[config.mk]
export PLATFORM = sky130hd
export DESIGN_NAME = sirq_host
export DESIGN_NICKNAME = d
export VERILOG_FILES = /design/src/rtl/sirq_pkg.sv /design/src/rtl/sirq_width_dec.sv /design/src/rtl/sirq_sequencer.sv /design/src/rtl/sirq_slot_capture.sv /design/src/rtl/sirq_pad.sv /design/src/rtl/sirq_host.sv
export SDC_FILE = /design/constraint.sdc
export NUM_CORES = 1
export LEC_CHECK = 0
export BUFFER_PORTS_ARGS = -buffer_cell sky130_fd_sc_hd__buf_2
export CELL_PAD_IN_SITES_DETAIL_PLACEMENT = 1
export CELL_PAD_IN_SITES_GLOBAL_PLACEMENT = 1
export CORE_MARGIN = 10
export CORE_UTILIZATION = 40
export DETAILED_ROUTE_END_ITERATION = 7
export HOLD_SLACK_MARGIN = 0.12
export PLACE_DENSITY_LB_ADDON = 0.1
export SLEW_MARGIN = 15
export SYNTH_ARGS = -nofsm -noshare
export SYNTH_HDL_FRONTEND = slang
export SYNTH_SLANG_ARGS = --single-unit
[constraint.sdc]
create_clock -name clk -period 5.8 [get_ports clk]
set_input_delay 0.58 -clock clk [delete_from_list [all_inputs] [get_ports clk]]
set_output_delay 0.58 -clock clk [all_outputs]
set_load 0.005 [all_outputs]
[src/rtl/sirq_pkg.sv]
package sirq_pkg;

  typedef enum logic [3:0] {
    ST_INIT,
    ST_START,
    ST_START_REC,
    ST_START_TA,
    ST_SLOT_SMP,
    ST_SLOT_REC,
    ST_SLOT_TA,
    ST_STOP,
    ST_STOP_REC,
    ST_STOP_TA,
    ST_QUIET
  } sirq_state_e;

  typedef enum logic [1:0] {
    PAD_RELEASE,
    PAD_LOW,
    PAD_HIGH
  } pad_drive_e;

endpackage

[src/rtl/sirq_width_dec.sv]
module sirq_width_dec #(
  parameter int W_SHORT = 4,
  parameter int W_MID   = 6,
  parameter int W_LONG  = 8,
  parameter int CNT_W   = 4
) (
  input  logic [1:0]       sel,
  output logic [CNT_W-1:0] len_cont,
  output logic [CNT_W-1:0] len_quiet
);

  always_comb begin
    unique case (sel)
      2'b01:   len_cont = CNT_W'(W_MID);
      2'b10:   len_cont = CNT_W'(W_LONG);
      default: len_cont = CNT_W'(W_SHORT);
    endcase
  end

  // a peripheral already supplied the first low clock
  assign len_quiet = len_cont - CNT_W'(1);

endmodule

[src/rtl/sirq_sequencer.sv]
module sirq_sequencer
  import sirq_pkg::*;
#(
  parameter int NUM_SLOTS  = 21,
  parameter int STOP_QUIET = 2,
  parameter int STOP_CONT  = 3,
  parameter int CNT_W      = 4,
  parameter int SLOT_W     = 5
) (
  input  logic              clk,
  input  logic              rst,
  input  logic              line_in,
  input  logic              quiet_req,
  input  logic [CNT_W-1:0]  len_cont,
  input  logic [CNT_W-1:0]  len_quiet,
  output pad_drive_e        drive_n,
  output logic              smp_en,
  output logic [SLOT_W-1:0] smp_idx,
  output logic              frame_done,
  output sirq_state_e       state
);

  localparam logic [SLOT_W-1:0] LAST_SLOT = SLOT_W'(NUM_SLOTS - 1);

  sirq_state_e       st_q, st_n;
  logic [CNT_W-1:0]  cnt_q, cnt_n;
  logic [SLOT_W-1:0] slot_q, slot_n;
  logic              quiet_q, quiet_n;

  always_comb begin
    st_n       = st_q;
    cnt_n      = cnt_q;
    slot_n     = slot_q;
    quiet_n    = quiet_q;
    smp_en     = 1'b0;
    frame_done = 1'b0;
    unique case (st_q)
      ST_INIT: begin
        st_n    = ST_START;
        cnt_n   = len_cont - CNT_W'(1);
        quiet_n = 1'b0;
      end
      ST_START: begin
        if (cnt_q == '0) st_n = ST_START_REC;
        else             cnt_n = cnt_q - CNT_W'(1);
      end
      ST_START_REC: st_n = ST_START_TA;
      ST_START_TA: begin
        st_n   = ST_SLOT_SMP;
        slot_n = '0;
      end
      ST_SLOT_SMP: begin
        smp_en = 1'b1;
        st_n   = ST_SLOT_REC;
      end
      ST_SLOT_REC: st_n = ST_SLOT_TA;
      ST_SLOT_TA: begin
        if (slot_q == LAST_SLOT) begin
          st_n    = ST_STOP;
          quiet_n = quiet_req;
          cnt_n   = quiet_req ? CNT_W'(STOP_QUIET - 1) : CNT_W'(STOP_CONT - 1);
        end else begin
          slot_n = slot_q + SLOT_W'(1);
          st_n   = ST_SLOT_SMP;
        end
      end
      ST_STOP: begin
        if (cnt_q == '0) st_n = ST_STOP_REC;
        else             cnt_n = cnt_q - CNT_W'(1);
      end
      ST_STOP_REC: st_n = ST_STOP_TA;
      ST_STOP_TA: begin
        frame_done = 1'b1;
        if (quiet_q) begin
          st_n = ST_QUIET;
        end else begin
          st_n  = ST_START;
          cnt_n = len_cont - CNT_W'(1);
        end
      end
      ST_QUIET: begin
        if (!line_in) begin
          st_n  = ST_START;
          cnt_n = len_quiet - CNT_W'(1);
        end
      end
      default: st_n = ST_INIT;
    endcase
  end

  always_ff @(posedge clk) begin
    if (rst) begin
      st_q    <= ST_INIT;
      cnt_q   <= '0;
      slot_q  <= '0;
      quiet_q <= 1'b0;
    end else begin
      st_q    <= st_n;
      cnt_q   <= cnt_n;
      slot_q  <= slot_n;
      quiet_q <= quiet_n;
    end
  end

  always_comb begin
    unique case (st_n)
      ST_START, ST_STOP:         drive_n = PAD_LOW;
      ST_START_REC, ST_STOP_REC: drive_n = PAD_HIGH;
      default:                   drive_n = PAD_RELEASE;
    endcase
  end

  assign smp_idx = slot_q;
  assign state   = st_q;

endmodule

[src/rtl/sirq_slot_capture.sv]
module sirq_slot_capture #(
  parameter int NUM_SLOTS = 21,
  parameter int SLOT_W    = 5
) (
  input  logic                 clk,
  input  logic                 rst,
  input  logic                 smp_en,
  input  logic [SLOT_W-1:0]    smp_idx,
  input  logic                 line_in,
  input  logic                 frame_done,
  output logic [NUM_SLOTS-1:0] levels
);

  logic [NUM_SLOTS-1:0] cap_q;

  for (genvar g = 0; g < NUM_SLOTS; g++) begin : g_slot
    always_ff @(posedge clk) begin
      if (rst)                                      cap_q[g] <= 1'b0;
      else if (smp_en && (smp_idx == SLOT_W'(g)))   cap_q[g] <= ~line_in;
    end
  end

  always_ff @(posedge clk) begin
    if (rst)             levels <= '0;
    else if (frame_done) levels <= cap_q;
  end

endmodule

[src/rtl/sirq_pad.sv]
module sirq_pad
  import sirq_pkg::*;
(
  input  logic       clk,
  input  logic       rst,
  input  pad_drive_e drive_n,
  output logic       line_oe,
  output logic       line_out
);

  always_ff @(posedge clk) begin
    if (rst) begin
      line_oe  <= 1'b0;
      line_out <= 1'b1;
    end else begin
      line_oe  <= (drive_n != PAD_RELEASE);
      line_out <= (drive_n != PAD_LOW);
    end
  end

endmodule

[src/rtl/sirq_host.sv]
module sirq_host
  import sirq_pkg::*;
#(
  parameter int NUM_SLOTS   = 21,
  parameter int START_SHORT = 4,
  parameter int START_MID   = 6,
  parameter int START_LONG  = 8,
  parameter int STOP_QUIET  = 2,
  parameter int STOP_CONT   = 3
) (
  input  logic                 clk,
  input  logic                 rst,
  input  logic                 quiet_mode,
  input  logic [1:0]           start_sel,
  input  logic                 line_in,
  output logic                 line_oe,
  output logic                 line_out,
  output logic [NUM_SLOTS-1:0] irq_levels
);

  localparam int MAX_START = (START_LONG > START_MID) ?
                             ((START_LONG > START_SHORT) ? START_LONG : START_SHORT) :
                             ((START_MID > START_SHORT) ? START_MID : START_SHORT);
  localparam int MAX_STOP  = (STOP_CONT > STOP_QUIET) ? STOP_CONT : STOP_QUIET;
  localparam int MAX_LEN   = (MAX_START > MAX_STOP) ? MAX_START : MAX_STOP;
  localparam int CNT_W     = $clog2(MAX_LEN + 1);
  localparam int SLOT_W    = (NUM_SLOTS > 1) ? $clog2(NUM_SLOTS) : 1;

  logic [CNT_W-1:0]  len_cont;
  logic [CNT_W-1:0]  len_quiet;
  pad_drive_e        drive_n;
  logic              smp_en;
  logic [SLOT_W-1:0] smp_idx;
  logic              frame_done;
  sirq_state_e       seq_state;

  sirq_width_dec #(
    .W_SHORT (START_SHORT),
    .W_MID   (START_MID),
    .W_LONG  (START_LONG),
    .CNT_W   (CNT_W)
  ) u_width (
    .sel       (start_sel),
    .len_cont  (len_cont),
    .len_quiet (len_quiet)
  );

  sirq_sequencer #(
    .NUM_SLOTS  (NUM_SLOTS),
    .STOP_QUIET (STOP_QUIET),
    .STOP_CONT  (STOP_CONT),
    .CNT_W      (CNT_W),
    .SLOT_W     (SLOT_W)
  ) u_seq (
    .clk        (clk),
    .rst        (rst),
    .line_in    (line_in),
    .quiet_req  (quiet_mode),
    .len_cont   (len_cont),
    .len_quiet  (len_quiet),
    .drive_n    (drive_n),
    .smp_en     (smp_en),
    .smp_idx    (smp_idx),
    .frame_done (frame_done),
    .state      (seq_state)
  );

  sirq_slot_capture #(
    .NUM_SLOTS (NUM_SLOTS),
    .SLOT_W    (SLOT_W)
  ) u_cap (
    .clk        (clk),
    .rst        (rst),
    .smp_en     (smp_en),
    .smp_idx    (smp_idx),
    .line_in    (line_in),
    .frame_done (frame_done),
    .levels     (irq_levels)
  );

  sirq_pad u_pad (
    .clk      (clk),
    .rst      (rst),
    .drive_n  (drive_n),
    .line_oe  (line_oe),
    .line_out (line_out)
  );

endmodule

# Word level (Yosys, flattened, before mapping)

Cells that the tools add are included.
W data, S select, Z words.

Logic and storage cells: 129
Output and inout bits: 23
Bits in registers: 58

$add $sub $neg: 4
Bitwise logic cells: 1
Eq/ne operators: 42
Reduce and logical (&&, ||, !) cells: 34
Muxes and demuxes: 20

Operators by type and width:

| kind                  | number |
|---|---|
| $pmux W4 S11          | 1 |
| $eq A5 B4 Y1 const B  | 8 |
| $mux W4               | 8 |
| $eq A5 B5 Y1 const B  | 5 |
| $logic_and A1 B1 Y1   | 21 |
| $eq A4 B3 Y1 const B  | 5 |
| $eq A5 B3 Y1 const B  | 4 |
| $pmux W4 S5           | 1 |
| $eq A4 B4 Y1 const B  | 4 |
| $eq A4 B2 Y1 const B  | 3 |
| $sub A4 B1 Y4 const B | 3 |
| $eq A5 B2 Y1 const B  | 2 |
| $pmux W5 S2           | 1 |
| $eq A4 B1 Y1 const B  | 2 |
| $logic_not A4 Y1      | 2 |
| $ne A2 B2 Y1 const B  | 4 |
| $pmux W4 S2           | 1 |
| $reduce_bool A2 Y1    | 3 |
| $reduce_or A2 Y1      | 3 |
| $add A5 B1 Y5 const B | 1 |
| $eq A5 B1 Y1 const B  | 1 |
| $logic_not A5 Y1      | 1 |
| $mux W5               | 1 |
| $reduce_and A5 Y1     | 1 |
| other kinds (10)      | 15 |

# Longest topological paths before layout

Depth in word-level cells: 7
Gate-level depth with buffers: 8
Depth with buffers taken out: 8

# Hierarchy

A second synthesis with hierarchy kept.

Cells, all modules: 322
Area, all modules: 3010.4 um^2

By module, submodules not included:

| module            | cells an instance | instances | area each (um^2) |
|---|---|---|---|
| sirq_slot_capture | 158               | 1         | 1642.8 |
| sirq_sequencer    | 146               | 1         | 1211.2 |
| sirq_width_dec    | 14                | 1         | 97.6 |
| sirq_pad          | 4                 | 1         | 58.8 |

# Least setup slack after synthesis

No wires, ideal clock.

Path kind: flip-flop to flip-flop
Start point: reg u_seq.slot_q[0] (netlist: u_seq.smp_idx[0])
End point: reg u_seq.cnt_q[0]
Cell stages (with the launch flop): 8
Arrival time: 1.731 ns
Period minus slack after synthesis: 1.859 ns
Slack: 3.941 ns
Library setup time: 0.128 ns
Data required time: 5.672 ns
Path buffers: 0
Cell sequence: dfxtp_1 -> inv_1 -> ha_1 -> and4b_1 -> nor4_1 -> a2111oi_4 -> mux2i_1 -> nor2_1

Longest elaborated chain between the ends: 3

Ends and longest elaborated chain:

| item                               | RTL line              | source |
|---|---|---|
| start: declaration                 | sirq_sequencer.sv:27  | `logic [SLOT_W-1:0] slot_q, slot_n;` |
| start signal: assignment           | sirq_sequencer.sv:100 | `slot_q <= slot_n;` |
| $eq A5 B5 Y1                       | sirq_sequencer.sv:58  | `if (slot_q == LAST_SLOT) begin` |
| $ne A2 B1 Y1 (no source line)      | -                     |  |
| $reduce_and A5 Y1 (no source line) | -                     |  |
| end signal: assignment             | sirq_sequencer.sv:99  | `cnt_q <= cnt_n;` |
| end: declaration                   | sirq_sequencer.sv:26  | `logic [CNT_W-1:0] cnt_q, cnt_n;` |

Every way passes these cells.
A chain may end at the register's enable or synchronous reset.

# Worst setup path after layout

Start point: reg u_seq.st_q[2] (netlist: u_seq.state[2])
End point: reg u_cap.cap_q[16]

Longest elaborated chain between the ends: 3

Ends and longest elaborated chain:

| item                           | RTL line                | source |
|---|---|---|
| start: declaration             | sirq_sequencer.sv:25    | `sirq_state_e st_q, st_n;` |
| start signal: assignment       | sirq_sequencer.sv:98    | `st_q <= st_n;` |
| $eq A4 B3 Y1                   | sirq_sequencer.sv:37    | `unique case (st_q)` |
| $mux W1                        | sirq_sequencer.sv:37    |  |
| $logic_and A1 B1 Y1            | sirq_slot_capture.sv:19 | `else if (smp_en && (smp_idx == SLOT_W'(g))) cap_q[g] <= ~line_in;` |
| end signal: indexed assignment | sirq_slot_capture.sv:19 |  |
| end: declaration               | sirq_slot_capture.sv:14 | `logic [NUM_SLOTS-1:0] cap_q;` |

Every way passes these cells.

==> impl_metrics.csv <==
group,metric,value,unit
outcome,status,"completed",
run,cap_violations,0,
detailed_routing,drc,0,
critical_path,r2r_cells,5,
clock_network,clk_pin_slew,0.07,ns
final_layout,nFillCells,834,
critical_path,start_kind,"flip-flop",
logic_synthesis,synth_xor_area_share,1.268,%
clock_network,cts_resized,0,
global_route,grt_usage,14.14,%
place,numPortBuffers,28,
floorplanning,die_height,103.1,µm
sta,period_needed,2.493,ns
logic_synthesis,synthTopCellsByCount,"dfxtp_1, nand2_1, a21oi_1",
logic_synthesis,synth_cell_types,48,
sta,finClkSkew,0.006765,ns
logic_synthesis,muxShareOfSynthArea,1.087,%
power,total_power,1.132,mW
clock_network,clkLatencyLatePin,0.35,ns
power,peakVddDrop,0.0001598,V
min_path,min_path_cells,2,
logic_synthesis,synth_adder_area_share,3.623,%
logic_synthesis,synthCells,332,
detailed_routing,via_count,2381,
logic_synthesis,yosys-top-cells-area,"dfxtp_1, a21oi_1, nand2_1",
logic_synthesis,synth_top_family_by_area,"simple AND/OR/NAND/NOR gates",
critical_path,worstPathRequired,6.06,ns
logic_synthesis,yosys_warnings,0,
critical_path,cp_max_fo,21,
logic_synthesis,synth.top_cell.area_share,42.03,%
critical_path,arrival,2.75,ns
logic_synthesis,ys_ff_latch,58,
detailed_routing,ant_nets,0,
power,leakage,1.132,nW
floorplanning,die_w,103.1,µm
critical_path,r2r_start,"u_seq.state[2]",
power,switching_power,365.9,µW
power,clkPwrFrac,37.0,%
sta,tightest_slew,1.188,ns
critical_path,startpoint,"u_seq.state[2]",
detailed_routing,routedWlPerCell,16.23,µm
logic_synthesis,synth_most_common_cell,"dfxtp_1",
clock_network,cts_buffers,9,
logic_synthesis,synth_async_sr_flop_share,0,%
global_route,overflow,0,
clock_network,cts_buffer_depth,2,
floorplanning,core_area,6756,µm²
power,p_comb_share,21.3,%
sta,rsz0062_at_grt,"false",
critical_path,rrSetupSlack,3.31,ns
detailed_routing,via_per_inst,5.499,
detailed_routing,drt_iter0_markers,85,
final_layout,antennaDiodeCount,0,
place,hpwl,4673,µm
detailed_routing,drt-total-wl,7029,µm
detailed_routing,dr.pass1.iters,4,
sta,slew_headroom,20.10,%
clock_network,cts_root_buf,"clkbuf_8",
clock_network,cts_tree,"built",
logic_synthesis,synthesis.nets,346,
sta,setup_tns,0,ns
logic_synthesis,seq_area_frac_synth,42.03,%
floorplanning,row_count,30,
critical_path,regToRegEndpoint,"u_cap.cap_q[16]",
logic_synthesis,synth_compound_gate_area_share,22.15,%
min_path,hp-class,"flip-flop to flip-flop",
logic_synthesis,synthSimpleGateAreaFrac,24.68,%
clock_network,cts_max_level,3,
final_layout,final_nets,362,
logic_synthesis,synth_flop_cell,"dfxtp_1",
final_layout,syn_to_final_growth,12.91,%
global_route,grt_max_degree,58,
logic_synthesis,synth_edf_count,0,
sta,hold_violations,0,
min_path,hold_start,"u_cap.levels[12]",
critical_path,critPathKind,"flip-flop to flip-flop",
final_layout,drive_gt1_share,15.30,%
power,swShare,32.31,%
logic_synthesis,syn_area_per_cell,8.321,µm²
power,p_per_area,363.0,nW/µm²
critical_path,endpoint_kind,"flip-flop",
logic_synthesis,synthesis.area,2763,µm²
floorplanning,pin_count,29,
global_route,first_global_vias,2416,
global_route,antenna_found_initial,0,
global_route,grt_pass1_wl,11870,µm
clock_network,hold_buffers,0,
clock_network,cts_setup_buffers,0,
place,gp_congestion,0.8058,
floorplanning,die_area,10630,µm²
logic_synthesis,yosys.area.top_type,"dfxtp_1",
min_path,min_to,"u_cap.levels[12]",
sta,max_freq,0.4012,GHz
sta,setup_violations,0,
clock_network,clock-sinks,58,
sta,period_share,42.97,%
power,internal_power,766.5,µW
sta,drv_slew,0,
power,pwr-share-seq,41.8,%
floorplanning,start_util,40.89,%
-- cells in the final DEF (no fill, tap or decap), drive strengths merged, types with 8 or more instances in the layout --
master	instances
a211oi	14
a21oi	43
a311oi	14
buf	29
clkbuf	9
dfxtp	58
ha	8
inv	9
nand2	53
nor2	29
nor2b	13
-- worst max path at each step --
stage                      endpoint  slack (ns)  cells past startpoint
finish              u_cap.cap_q[16]        3.31                      5
global route        u_cap.cap_q[19]        3.13                      5
CTS                 u_cap.cap_q[16]        3.33                      5
detailed placement  u_cap.cap_q[16]        3.32                      5
global placement    u_cap.cap_q[17]        3.39                      5
floorplan            u_seq.cnt_q[0]        3.94                      7
-- metrics by stage --
| step | cell area, µm² | hold WS [ns] | setup slack (ns) | util (%) | instances |
|---|---|---|---|---|---|
| after floorplan | 2763 | 0.4316 | 3.941 | - | 332 |
| after CTS | 3119 | 0.4551 | 3.329 | 46.17 | 433 |
| after detailed placement | 2902 | 0.4446 | 3.323 | 42.94 | 417 |
| after global routing | 3119 | 0.4722 | 3.129 | 46.17 | 433 |
| final | 3119 | 0.4515 | 3.307 | 46.17 | 433 |
| after global placement | 2902 | 0.4388 | 3.394 | 42.94 | 417 |
-- layout make-up --
class	count	area (µm²)	area share [%]
Clock buffer	9	123.9	3.971
Clock inverter	7	93.84	3.008
Inverter	9	33.78	1.083
Multi-Input combinational cell	241	1459	46.77
Sequential cell	58	1161	37.22
Tap cell	80	100.1	3.209
Timing Repair Buffer	29	147.6	4.733
-- kinds of logic (layout without fill, tap and decap cells) --
kind of cell / Yosys count / after routing
flip-flops: 58 / 58
buffers and inverters: 33 / 54
XOR/XNOR: 4 / 4
AND/OR/NAND/NOR: 135 / 135
AO/OA/AOI/OAI: 91 / 91
adder cells (fa/ha/maj): 8 / 8
multiplexers: 3 / 3
-- flip-flops by register name, indices dropped and copies added (netlist names) --
signal / cells
u_cap.cap_q: 21
u_cap.levels: 21
u_seq.smp_idx: 5
u_seq.cnt_q: 4
u_seq.state: 4
u_pad.line_oe: 1
u_pad.line_out: 1
u_seq.quiet_q: 1
-- power by group through the flow --
stage	clock (mW)	sequential, mW	combinational [mW]
floorplan	0	0.447	0.217
global placement	0	0.480	0.241
detailed placement	0	0.480	0.242
CTS	0.431	0.471	0.244
global route	0.447	0.477	0.271
finish	0.419	0.473	0.241
-- critical path, cell delays in order, from the launching register on --
cell and delay, ns:
dfxtp_1 0.75, or4b_4 0.59, nor3_2 0.55, and3_1 0.28, nor2_1 0.05, a211oi_1 0.18
-- routing by layer --
metal	vias to the layer above	wire length, µm	GRT usage, %
met5	-	0	0
met4	0	134	6.096
met1	1117	3351	17.18
met2	38	3239	22.82
met3	13	303	3.954
li1	1213	-	-
(Power assumes the default switching activity.)
